### src/rtl/tsink_pkg.sv
package tsink_pkg;

    localparam logic [7:0] OFS_CTRL     = 8'h00;
    localparam logic [7:0] OFS_START_LO = 8'h10;
    localparam logic [7:0] OFS_START_HI = 8'h14;
    localparam logic [7:0] OFS_LIMIT_LO = 8'h18;
    localparam logic [7:0] OFS_LIMIT_HI = 8'h1C;
    localparam logic [7:0] OFS_WP_LO    = 8'h20;
    localparam logic [7:0] OFS_WP_HI    = 8'h24;
    localparam logic [7:0] OFS_RP_LO    = 8'h28;
    localparam logic [7:0] OFS_RP_HI    = 8'h2C;
    localparam logic [7:0] OFS_DATA     = 8'h30;

    localparam int CB_RUN      = 0;
    localparam int CB_ENABLE   = 1;
    localparam int CB_EMPTY    = 3;
    localparam int CB_STOPWRAP = 14;

    // Align by mask, then clamp into [lo, hi].
    function automatic logic [31:0] clip_addr(input logic [31:0] v,
                                              input logic [31:0] keep_mask,
                                              input logic [31:0] lo,
                                              input logic [31:0] hi);
        logic [31:0] a;
        a = v & keep_mask;
        if (a < lo)      a = lo;
        else if (a > hi) a = hi;
        return a;
    endfunction

    typedef struct packed {
        logic        pend_v;
        logic [31:0] pend_d;
        logic [31:0] wp;
        logic        wrap;
    } cap_state_t;

    typedef struct packed {
        logic        run;
        logic        enable;
        logic        stop_wrap;
        logic [31:0] lo_bound;
        logic [31:0] hi_bound;
        logic [31:0] rp;
    } cfg_state_t;

endpackage

### src/rtl/tsink_mem.sv
module tsink_mem #(
    parameter int DEPTH = 64,
    parameter int IDX_W = 6
) (
    input  logic             clk,
    input  logic             we,
    input  logic [IDX_W-1:0] widx,
    input  logic [31:0]      wdata,
    input  logic [IDX_W-1:0] ridx,
    output logic [31:0]      rdata
);
    logic [31:0] cells [DEPTH];

    always_ff @(posedge clk) begin
        if (we) cells[widx] <= wdata;
    end

    assign rdata = cells[ridx];
endmodule

### src/rtl/tsink_cfg.sv
module tsink_cfg
    import tsink_pkg::*;
#(
    parameter logic [31:0] BASE_ADDR = 32'h1000,
    parameter logic [31:0] TOP_ADDR  = 32'h10FC,
    parameter logic [31:0] START_MSK = 32'hFFFF_FFF0,
    parameter logic [31:0] START_TOP = 32'h10F0
) (
    input  logic        clk,
    input  logic        rst_n,
    input  logic        wr_stb,
    input  logic        rd_stb,
    input  logic [7:0]  addr,
    input  logic [31:0] wdata,
    input  logic        pend_v,
    output logic        run,
    output logic        enable,
    output logic        stop_wrap,
    output logic [31:0] lo_bound,
    output logic [31:0] hi_bound,
    output logic [31:0] rp
);
    localparam logic [31:0] WORD_MSK = 32'hFFFF_FFFC;

    cfg_state_t cfg_d, cfg_q;
    logic       lock;

    always_comb begin
        cfg_d = cfg_q;
        lock  = cfg_q.enable | pend_v;
        if (wr_stb) begin
            case (addr)
                OFS_CTRL: begin
                    cfg_d.run       = wdata[CB_RUN];
                    cfg_d.enable    = wdata[CB_ENABLE];
                    cfg_d.stop_wrap = wdata[CB_STOPWRAP];
                end
                OFS_START_LO: if (!lock) cfg_d.lo_bound = clip_addr(wdata, START_MSK, BASE_ADDR, START_TOP);
                OFS_LIMIT_LO: if (!lock) cfg_d.hi_bound = clip_addr(wdata, WORD_MSK, BASE_ADDR, TOP_ADDR);
                OFS_RP_LO:    cfg_d.rp = clip_addr(wdata, WORD_MSK, BASE_ADDR, TOP_ADDR);
                default: ;
            endcase
        end
        if (rd_stb && addr == OFS_DATA) begin
            cfg_d.rp = (cfg_q.rp >= cfg_q.hi_bound) ? cfg_q.lo_bound : cfg_q.rp + 32'd4;
        end
    end

    always_ff @(posedge clk) begin
        if (!rst_n) begin
            cfg_q.run       <= 1'b0;
            cfg_q.enable    <= 1'b0;
            cfg_q.stop_wrap <= 1'b0;
            cfg_q.lo_bound  <= BASE_ADDR;
            cfg_q.hi_bound  <= TOP_ADDR;
            cfg_q.rp        <= BASE_ADDR;
        end else begin
            cfg_q <= cfg_d;
        end
    end

    assign run       = cfg_q.run;
    assign enable    = cfg_q.enable;
    assign stop_wrap = cfg_q.stop_wrap;
    assign lo_bound  = cfg_q.lo_bound;
    assign hi_bound  = cfg_q.hi_bound;
    assign rp        = cfg_q.rp;

    // bounds stay frozen across a cycle in which capture is enabled
    a_r9_bounds_frozen: assert property (@(posedge clk) disable iff (!rst_n)
        cfg_q.enable |=> ($stable(lo_bound) && $stable(hi_bound)));

    // kept bounds are aligned and inside the RAM window
    a_r2_bounds_legal: assert property (@(posedge clk) disable iff (!rst_n)
        (lo_bound[3:0] == 4'd0) && (hi_bound[1:0] == 2'd0) &&
        (lo_bound >= BASE_ADDR) && (hi_bound <= TOP_ADDR));

    // read pointer is a legal word address
    a_r10_rp_legal: assert property (@(posedge clk) disable iff (!rst_n)
        (rp[1:0] == 2'd0) && (rp >= BASE_ADDR) && (rp <= TOP_ADDR));
endmodule

### src/rtl/tsink_capture.sv
module tsink_capture
    import tsink_pkg::*;
#(
    parameter logic [31:0] BASE_ADDR = 32'h1000,
    parameter logic [31:0] TOP_ADDR  = 32'h10FC,
    parameter int          IDX_W     = 6
) (
    input  logic             clk,
    input  logic             rst_n,
    input  logic             run,
    input  logic             enable,
    input  logic             stop_wrap,
    input  logic [31:0]      lo_bound,
    input  logic [31:0]      hi_bound,
    input  logic             in_valid,
    input  logic [31:0]      in_data,
    output logic             in_ready,
    input  logic             wp_wr,
    input  logic [31:0]      wp_wdata,
    output logic [31:0]      wp,
    output logic             wrap,
    output logic             pend_v,
    output logic             mem_we,
    output logic [IDX_W-1:0] mem_idx,
    output logic [31:0]      mem_wdata
);
    localparam logic [31:0] WORD_MSK = 32'hFFFF_FFFC;

    cap_state_t cap_d, cap_q;
    logic       halt;
    logic       accept;
    logic       at_end;

    always_comb begin
        cap_d    = cap_q;
        at_end   = cap_q.wp >= hi_bound;
        halt     = stop_wrap & (cap_q.wrap | (cap_q.pend_v & at_end));
        in_ready = run & enable & ~halt;
        accept   = in_valid & in_ready;

        mem_we    = cap_q.pend_v;
        mem_idx   = IDX_W'((cap_q.wp - BASE_ADDR) >> 2);
        mem_wdata = cap_q.pend_d;

        if (cap_q.pend_v) begin
            if (at_end) begin
                cap_d.wp   = lo_bound;
                cap_d.wrap = 1'b1;
            end else begin
                cap_d.wp = cap_q.wp + 32'd4;
            end
        end else if (wp_wr && !enable) begin
            cap_d.wp   = clip_addr(wp_wdata, WORD_MSK, BASE_ADDR, TOP_ADDR);
            cap_d.wrap = 1'b0;
        end

        cap_d.pend_v = accept;
        if (accept) cap_d.pend_d = in_data;
    end

    always_ff @(posedge clk) begin
        if (!rst_n) begin
            cap_q.pend_v <= 1'b0;
            cap_q.pend_d <= '0;
            cap_q.wp     <= BASE_ADDR;
            cap_q.wrap   <= 1'b0;
        end else begin
            cap_q <= cap_d;
        end
    end

    assign wp     = cap_q.wp;
    assign wrap   = cap_q.wrap;
    assign pend_v = cap_q.pend_v;

    // ready only with run and enable
    a_r3_ready_gated: assert property (@(posedge clk) disable iff (!rst_n)
        in_ready |-> (run && enable));

    // a store into the last slot sets the wrap bit
    a_r4_wrap_on_last: assert property (@(posedge clk) disable iff (!rst_n)
        (pend_v && wp >= hi_bound) |=> wrap);

    // wrap bit falls only after a software pointer write
    a_r5_wrap_sticky: assert property (@(posedge clk) disable iff (!rst_n)
        $fell(wrap) |-> $past(wp_wr));

    // halted once wrapped under stop-on-wrap
    a_r6_halt_after_wrap: assert property (@(posedge clk) disable iff (!rst_n)
        (stop_wrap && wrap) |-> !in_ready);

    // with enable low nothing new can be staged
    a_r8_drain: assert property (@(posedge clk) disable iff (!rst_n)
        !enable |=> !pend_v);

    // pointer is always a legal word address
    a_r5_wp_legal: assert property (@(posedge clk) disable iff (!rst_n)
        (wp[1:0] == 2'd0) && (wp >= BASE_ADDR) && (wp <= TOP_ADDR));
endmodule

### src/rtl/trace_ram_sink.sv
module trace_ram_sink
    import tsink_pkg::*;
#(
    parameter int          DEPTH       = 64,
    parameter logic [31:0] BASE_ADDR   = 32'h1000,
    parameter int          START_ALIGN = 4
) (
    input  logic        clk,
    input  logic        rst_n,
    input  logic        tr_valid,
    input  logic [31:0] tr_data,
    output logic        tr_ready,
    input  logic        reg_en,
    input  logic        reg_we,
    input  logic [7:0]  reg_addr,
    input  logic [31:0] reg_wdata,
    output logic [31:0] reg_rdata
);
    localparam int          IDX_W     = $clog2(DEPTH);
    localparam logic [31:0] TOP_ADDR  = BASE_ADDR + 32'(DEPTH * 4) - 32'd4;
    localparam logic [31:0] START_MSK = ~((32'd1 << START_ALIGN) - 32'd1);
    localparam logic [31:0] START_TOP = TOP_ADDR & START_MSK;

    logic             wr_stb, rd_stb, wp_wr;
    logic             run, enable, stop_wrap;
    logic [31:0]      lo_bound, hi_bound, rp, wp;
    logic             wrap, pend_v;
    logic             mem_we;
    logic [IDX_W-1:0] mem_widx, mem_ridx;
    logic [31:0]      mem_wdata, mem_rdata;

    assign wr_stb   = reg_en & reg_we;
    assign rd_stb   = reg_en & ~reg_we;
    assign wp_wr    = wr_stb & (reg_addr == OFS_WP_LO);
    assign mem_ridx = IDX_W'((rp - BASE_ADDR) >> 2);

    tsink_cfg #(
        .BASE_ADDR(BASE_ADDR), .TOP_ADDR(TOP_ADDR),
        .START_MSK(START_MSK), .START_TOP(START_TOP)
    ) u_cfg (
        .clk(clk), .rst_n(rst_n), .wr_stb(wr_stb), .rd_stb(rd_stb),
        .addr(reg_addr), .wdata(reg_wdata), .pend_v(pend_v),
        .run(run), .enable(enable), .stop_wrap(stop_wrap),
        .lo_bound(lo_bound), .hi_bound(hi_bound), .rp(rp)
    );

    tsink_capture #(
        .BASE_ADDR(BASE_ADDR), .TOP_ADDR(TOP_ADDR), .IDX_W(IDX_W)
    ) u_cap (
        .clk(clk), .rst_n(rst_n), .run(run), .enable(enable),
        .stop_wrap(stop_wrap), .lo_bound(lo_bound), .hi_bound(hi_bound),
        .in_valid(tr_valid), .in_data(tr_data), .in_ready(tr_ready),
        .wp_wr(wp_wr), .wp_wdata(reg_wdata), .wp(wp), .wrap(wrap),
        .pend_v(pend_v), .mem_we(mem_we), .mem_idx(mem_widx),
        .mem_wdata(mem_wdata)
    );

    tsink_mem #(.DEPTH(DEPTH), .IDX_W(IDX_W)) u_mem (
        .clk(clk), .we(mem_we), .widx(mem_widx), .wdata(mem_wdata),
        .ridx(mem_ridx), .rdata(mem_rdata)
    );

    always_comb begin
        reg_rdata = '0;
        case (reg_addr)
            OFS_CTRL: begin
                reg_rdata[CB_RUN]      = run;
                reg_rdata[CB_ENABLE]   = enable;
                reg_rdata[CB_EMPTY]    = ~pend_v;
                reg_rdata[CB_STOPWRAP] = stop_wrap;
            end
            OFS_START_LO: reg_rdata = lo_bound;
            OFS_LIMIT_LO: reg_rdata = hi_bound;
            OFS_WP_LO:    reg_rdata = {wp[31:1], wrap};
            OFS_RP_LO:    reg_rdata = rp;
            OFS_DATA:     reg_rdata = mem_rdata;
            default:      reg_rdata = '0;
        endcase
    end

    // an accepted word leaves the block non-empty for the next cycle
    a_r8_accept_not_empty: assert property (@(posedge clk) disable iff (!rst_n)
        (tr_valid && tr_ready) |=> !reg_rdata_empty_view);

    logic reg_rdata_empty_view;
    assign reg_rdata_empty_view = ~pend_v;

    // mode field never reads anything but zero
    a_r11_mode_zero: assert property (@(posedge clk) disable iff (!rst_n)
        (reg_addr == OFS_CTRL) |-> (reg_rdata[5:4] == 2'b00));
endmodule

### config.mk
export PLATFORM = sky130hd
export DESIGN_NAME = trace_ram_sink
export DESIGN_NICKNAME = d
export VERILOG_FILES = /design/src/rtl/tsink_pkg.sv /design/src/rtl/tsink_mem.sv /design/src/rtl/tsink_cfg.sv /design/src/rtl/tsink_capture.sv /design/src/rtl/trace_ram_sink.sv
export SDC_FILE = /design/constraint.sdc
export NUM_CORES = 2
export LEC_CHECK = 0
export ABC_AREA = 0
export BUFFER_PORTS_ARGS = -buffer_cell sky130_fd_sc_hd__clkbuf_2
export CORE_MARGIN = 3
export CORE_UTILIZATION = 60
export CTS_CLUSTER_SIZE = 12
export DETAILED_ROUTE_END_ITERATION = 10
export HOLD_SLACK_MARGIN = 0.15
export MAX_ROUTING_LAYER = met4
export PLACE_DENSITY = 0.76
export SLEW_MARGIN = 20
export SYNTH_ARGS = -nofsm -noshare
export SYNTH_HDL_FRONTEND = slang
export SYNTH_HIERARCHICAL = 1
export SYNTH_SLANG_ARGS = --single-unit
export TNS_END_PERCENT = 30
### constraint.sdc
create_clock -name clk -period 4.5 [get_ports clk]
set_input_delay 0 -clock clk [delete_from_list [all_inputs] [get_ports clk]]
set_output_delay 0 -clock clk [all_outputs]
set_load 0.005 [all_outputs]
==> out/metrics.cfg <==
[power_and_ir_drop]
total_power_mw = 38.6
p_per_area_mw_per_mm2 = 384
total_leakage_power_nw = 37.2
irDropWorstVdd_mv = 0.351

[routing]
drc = 0
drtIter0Drc = 7644
wl_per_cell_um = 34.8
drtPass1Iterations = 8
routed.top_layer = met4
wl_met3_um = 32000
viasPerCell = 7.02
ant_nets = 0
num_vias = 49614
met1_length_um = 84800
dr_wl_met2_um = 116000
drt-total-wl_um = 246000

[setup_path]
arrival_ns = 4.50
cp_common_cell = nor2_1
cp_data_required_time_ns = 4.50
path_class = reg2out
crit_family = simple AND/OR/NAND/NOR gates
cp-end-kind = output pin
slowest_delay_ns = 0.73
cp_slowest_cell = dfxtp_4
worstSetupStartpointType = flip-flop
path_cells = or2_1 -> o22ai_1 -> nor2_1 -> a21oi_1 -> nor2_1 -> nand3b_1 -> a21oi_2 -> clkbuf_2
critPathMaxFanout = 30
critPathBufInv = 1

[clocking]
cts_tree = yes
clkLatencyLatePin_ns = 0.85
cts_buffer_depth = 3
htreeDepth = 4
post-cts-setup-buffers = 0
root_buffer = clkbuf_16
cts_buffers = 212
clk_pin_slew_ns = 0.06
cts.sinks = 2205

[floorplan]
die_h_um = 391
dieArea_mm2 = 0.153
rows = 140
start_util_pct = 60.7
core_mm2 = 0.146
io_pins = 110
die_w_um = 391

[placement]
hpwlAfterDp_um = 136000
gp_congestion = 0.887
numPortBuffers = 109

[synth]
synth-warning-count = 6
synth_mux_area_share_pct = 16.6
synth_top_family_by_area = multiplexers
synthDistinctLibCells = 89
synth_xor_xnor_area_share_pct = 0.158
yosys.area_share.simple_pct = 3.94
syn-mean-instance-area_um2 = 19.4
netlist_area_mm2 = 0.0887
ys.flop_type = edfxtp_1
synth_area_leaders = edfxtp_1 (69%), mux4_2 (14%), dfxtp_1 (3.5%)
ys_seq_area_share_pct = 72.9
async_flop_share_pct = 0
netlist_instances = 4561
yosysTopAreaCell = edfxtp_1
synth_top_cell_area_share_pct = 69.3
synth_fa_ha_area_share_pct = 0.903
synth_edf_count = 2048
ys_ff_latch = 2205
synth_compound_area_share_pct = 3.43

[sta]
period_share_pct = 100
max_freq_mhz = 222
fin_crit_ns = 4.50
worst_pin_slew_ns = 1.05
finalSetupViolations = 0
relSlewSlack_pct = 29.9
drv_slew = 0
hold_viol = 0
clock_skew_ns = 0.0423
tns_ns = 0

[global_route]
antenna_found_initial = 12
track_usage_pct = 33.8
grt_pass1_wl_um = 354000
grt_pass1_vias = 49297
grt_max_degree = 88
grt_overflow = 0

[min_path]
hp-class = in2reg

[run_status]
status = complete, no violations

[finish]
drive_above_1_share_pct = 26.1
nFillCells = 8554
final_nets = 5171
area_delta_synth_final_pct = 13.5

[flow_run]
maxCapViolations = 0

cells in the mapped netlist (19+ instances only):
cell / count
o22ai_1: 106
nand3_1: 44
o21ai_0: 27
buf_6: 20
a22oi_1: 53
and3_1: 19
mux2_2: 32
nand4_1: 27
buf_1: 22
and2_1: 57
nand3b_1: 35
a21oi_1: 145
mux2_4: 31
inv_1: 85
nor2b_1: 22
edfxtp_1: 2048
o221ai_1: 28
ha_1: 64
mux2i_1: 169
clkbuf_1: 102
nor3_1: 24
nand2_1: 177
buf_2: 68
mux4_2: 544
dfxtp_1: 157
nor2_1: 198
buf_4: 43
a31oi_1: 24
cell type report:
type                            count  area [um2]  area share (%)
Sequential cell                  2205       64700            64.3
Clock buffer                      287        5650            5.61
Clock inverter                     46         415           0.413
Multi-Input combinational cell   2012       22800            22.7
Timing Repair Buffer              512        4360            4.33
Tap cell                         1917        2400            2.38
Antenna cell                        6        15.0          0.0149
Inverter                           87         327           0.324
power by group:
group	total (mW)	internal, mW	switching, mW
clock	16.2	8.82	7.34
sequential	22.1	22.0	0.00457
combinational	0.399	0.183	0.216
worst reg2reg max path: stages (launching register included):
cell	delay, ns
dfxtp_1	0.97
ha_1	0.39
nand2_1	0.09
o21ai_0	0.11
a41oi_2	0.35
o31a_2	0.27
o211ai_4	0.12
a21oi_4	0.16
buf_4	0.50
mux2i_1	0.43
dlygate4sd3_1	0.66
worst paths after layout:
| kind | start | end | slack (ns) | cells after the start |
|---|---|---|---|---|
| setup / recovery | u_cfg/rp[5] | reg_rdata[11] | 0.0008 | 8 |
| hold / removal | reg_wdata[16] | u_cfg/rp[2] | 0.21 | 5 |
| setup reg to reg | u_cap/wp[6] | u_cap/mem_wdata[24] | 0.39 | 10 |
| hold reg to reg | u_cfg/hi_bound[12] | u_cfg/hi_bound[12] | 0.50 | 2 |
cells by family after synthesis:
group / count (synthesis)
other cells: 1
flops: 2205
xor+xnor: 16
mux: 776
buf+inv: 351
simple gates: 691
compound gates: 457
fa+ha+maj: 64
what timing repair did:
action | CTS | global route
resized for setup | 1 | 14
endpoints found under the setup margin | 1 | 17
hold endpoints to repair | 154 | 0
hold buffers | 174 | 0
state kept, by name (all words and copies together), names as in the netlist:
| signal | count |
|---|---|
| u_cap/mem_wdata | 32 |
| u_cap/mem_we | 1 |
| u_cap/wp | 32 |
| u_cap/wrap | 1 |
| u_cfg/enable | 1 |
| u_cfg/hi_bound | 30 |
| u_cfg/lo_bound | 28 |
| u_cfg/rp | 30 |
| u_cfg/run | 1 |
| u_cfg/stop_wrap | 1 |
| u_mem/cells | 2048 |
layer usage:
| layer | up-vias | global-route usage [%] |
|---|---|---|
| li1 | 19599 | - |
| met1 | 25369 | 45.1 |
| met4 | 0 | 16.0 |
| met5 | - | - |
| met3 | 697 | 7.87 |
| met2 | 3949 | 50.1 |
stage by stage:
stage | std cells | util, % | cell area, um2 | hold WS [ns] | worst slack [ns]
after floorplan | 4568 | - | 88700 | 0.142 | 0.941
after global placement | 6559 | 63.4 | 92800 | 0.227 | 0.699
after detailed placement | 6559 | 63.4 | 92800 | 0.234 | 0.666
after CTS | 7066 | 68.8 | 101000 | 0.153 | 0.0481
after global routing | 7071 | 68.8 | 101000 | 0.230 | -0.00147
final | 7072 | 68.8 | 101000 | 0.206 | 0.000751
cells in the final DEF (no fill, tap or decap), types with 27 or more instances in the layout:
cell / count
nand3b_1: 35
dlygate4sd3_1: 174
a21oi_1: 142
mux4_2: 544
clkbuf_16: 213
clkbuf_1: 70
o221ai_1: 28
mux2_2: 32
clkbuf_2: 107
and2_1: 57
nor2_1: 135
mux2i_1: 169
inv_1: 85
nor2_4: 63
dfxtp_1: 119
buf_4: 201
mux2_4: 31
nand4_1: 27
ha_1: 64
nand3_1: 44
nand2_1: 177
o21ai_0: 27
dfxtp_2: 33
o22ai_1: 105
edfxtp_1: 2048
a22oi_1: 53
Note: power is estimated with default switching activity, not from simulation.
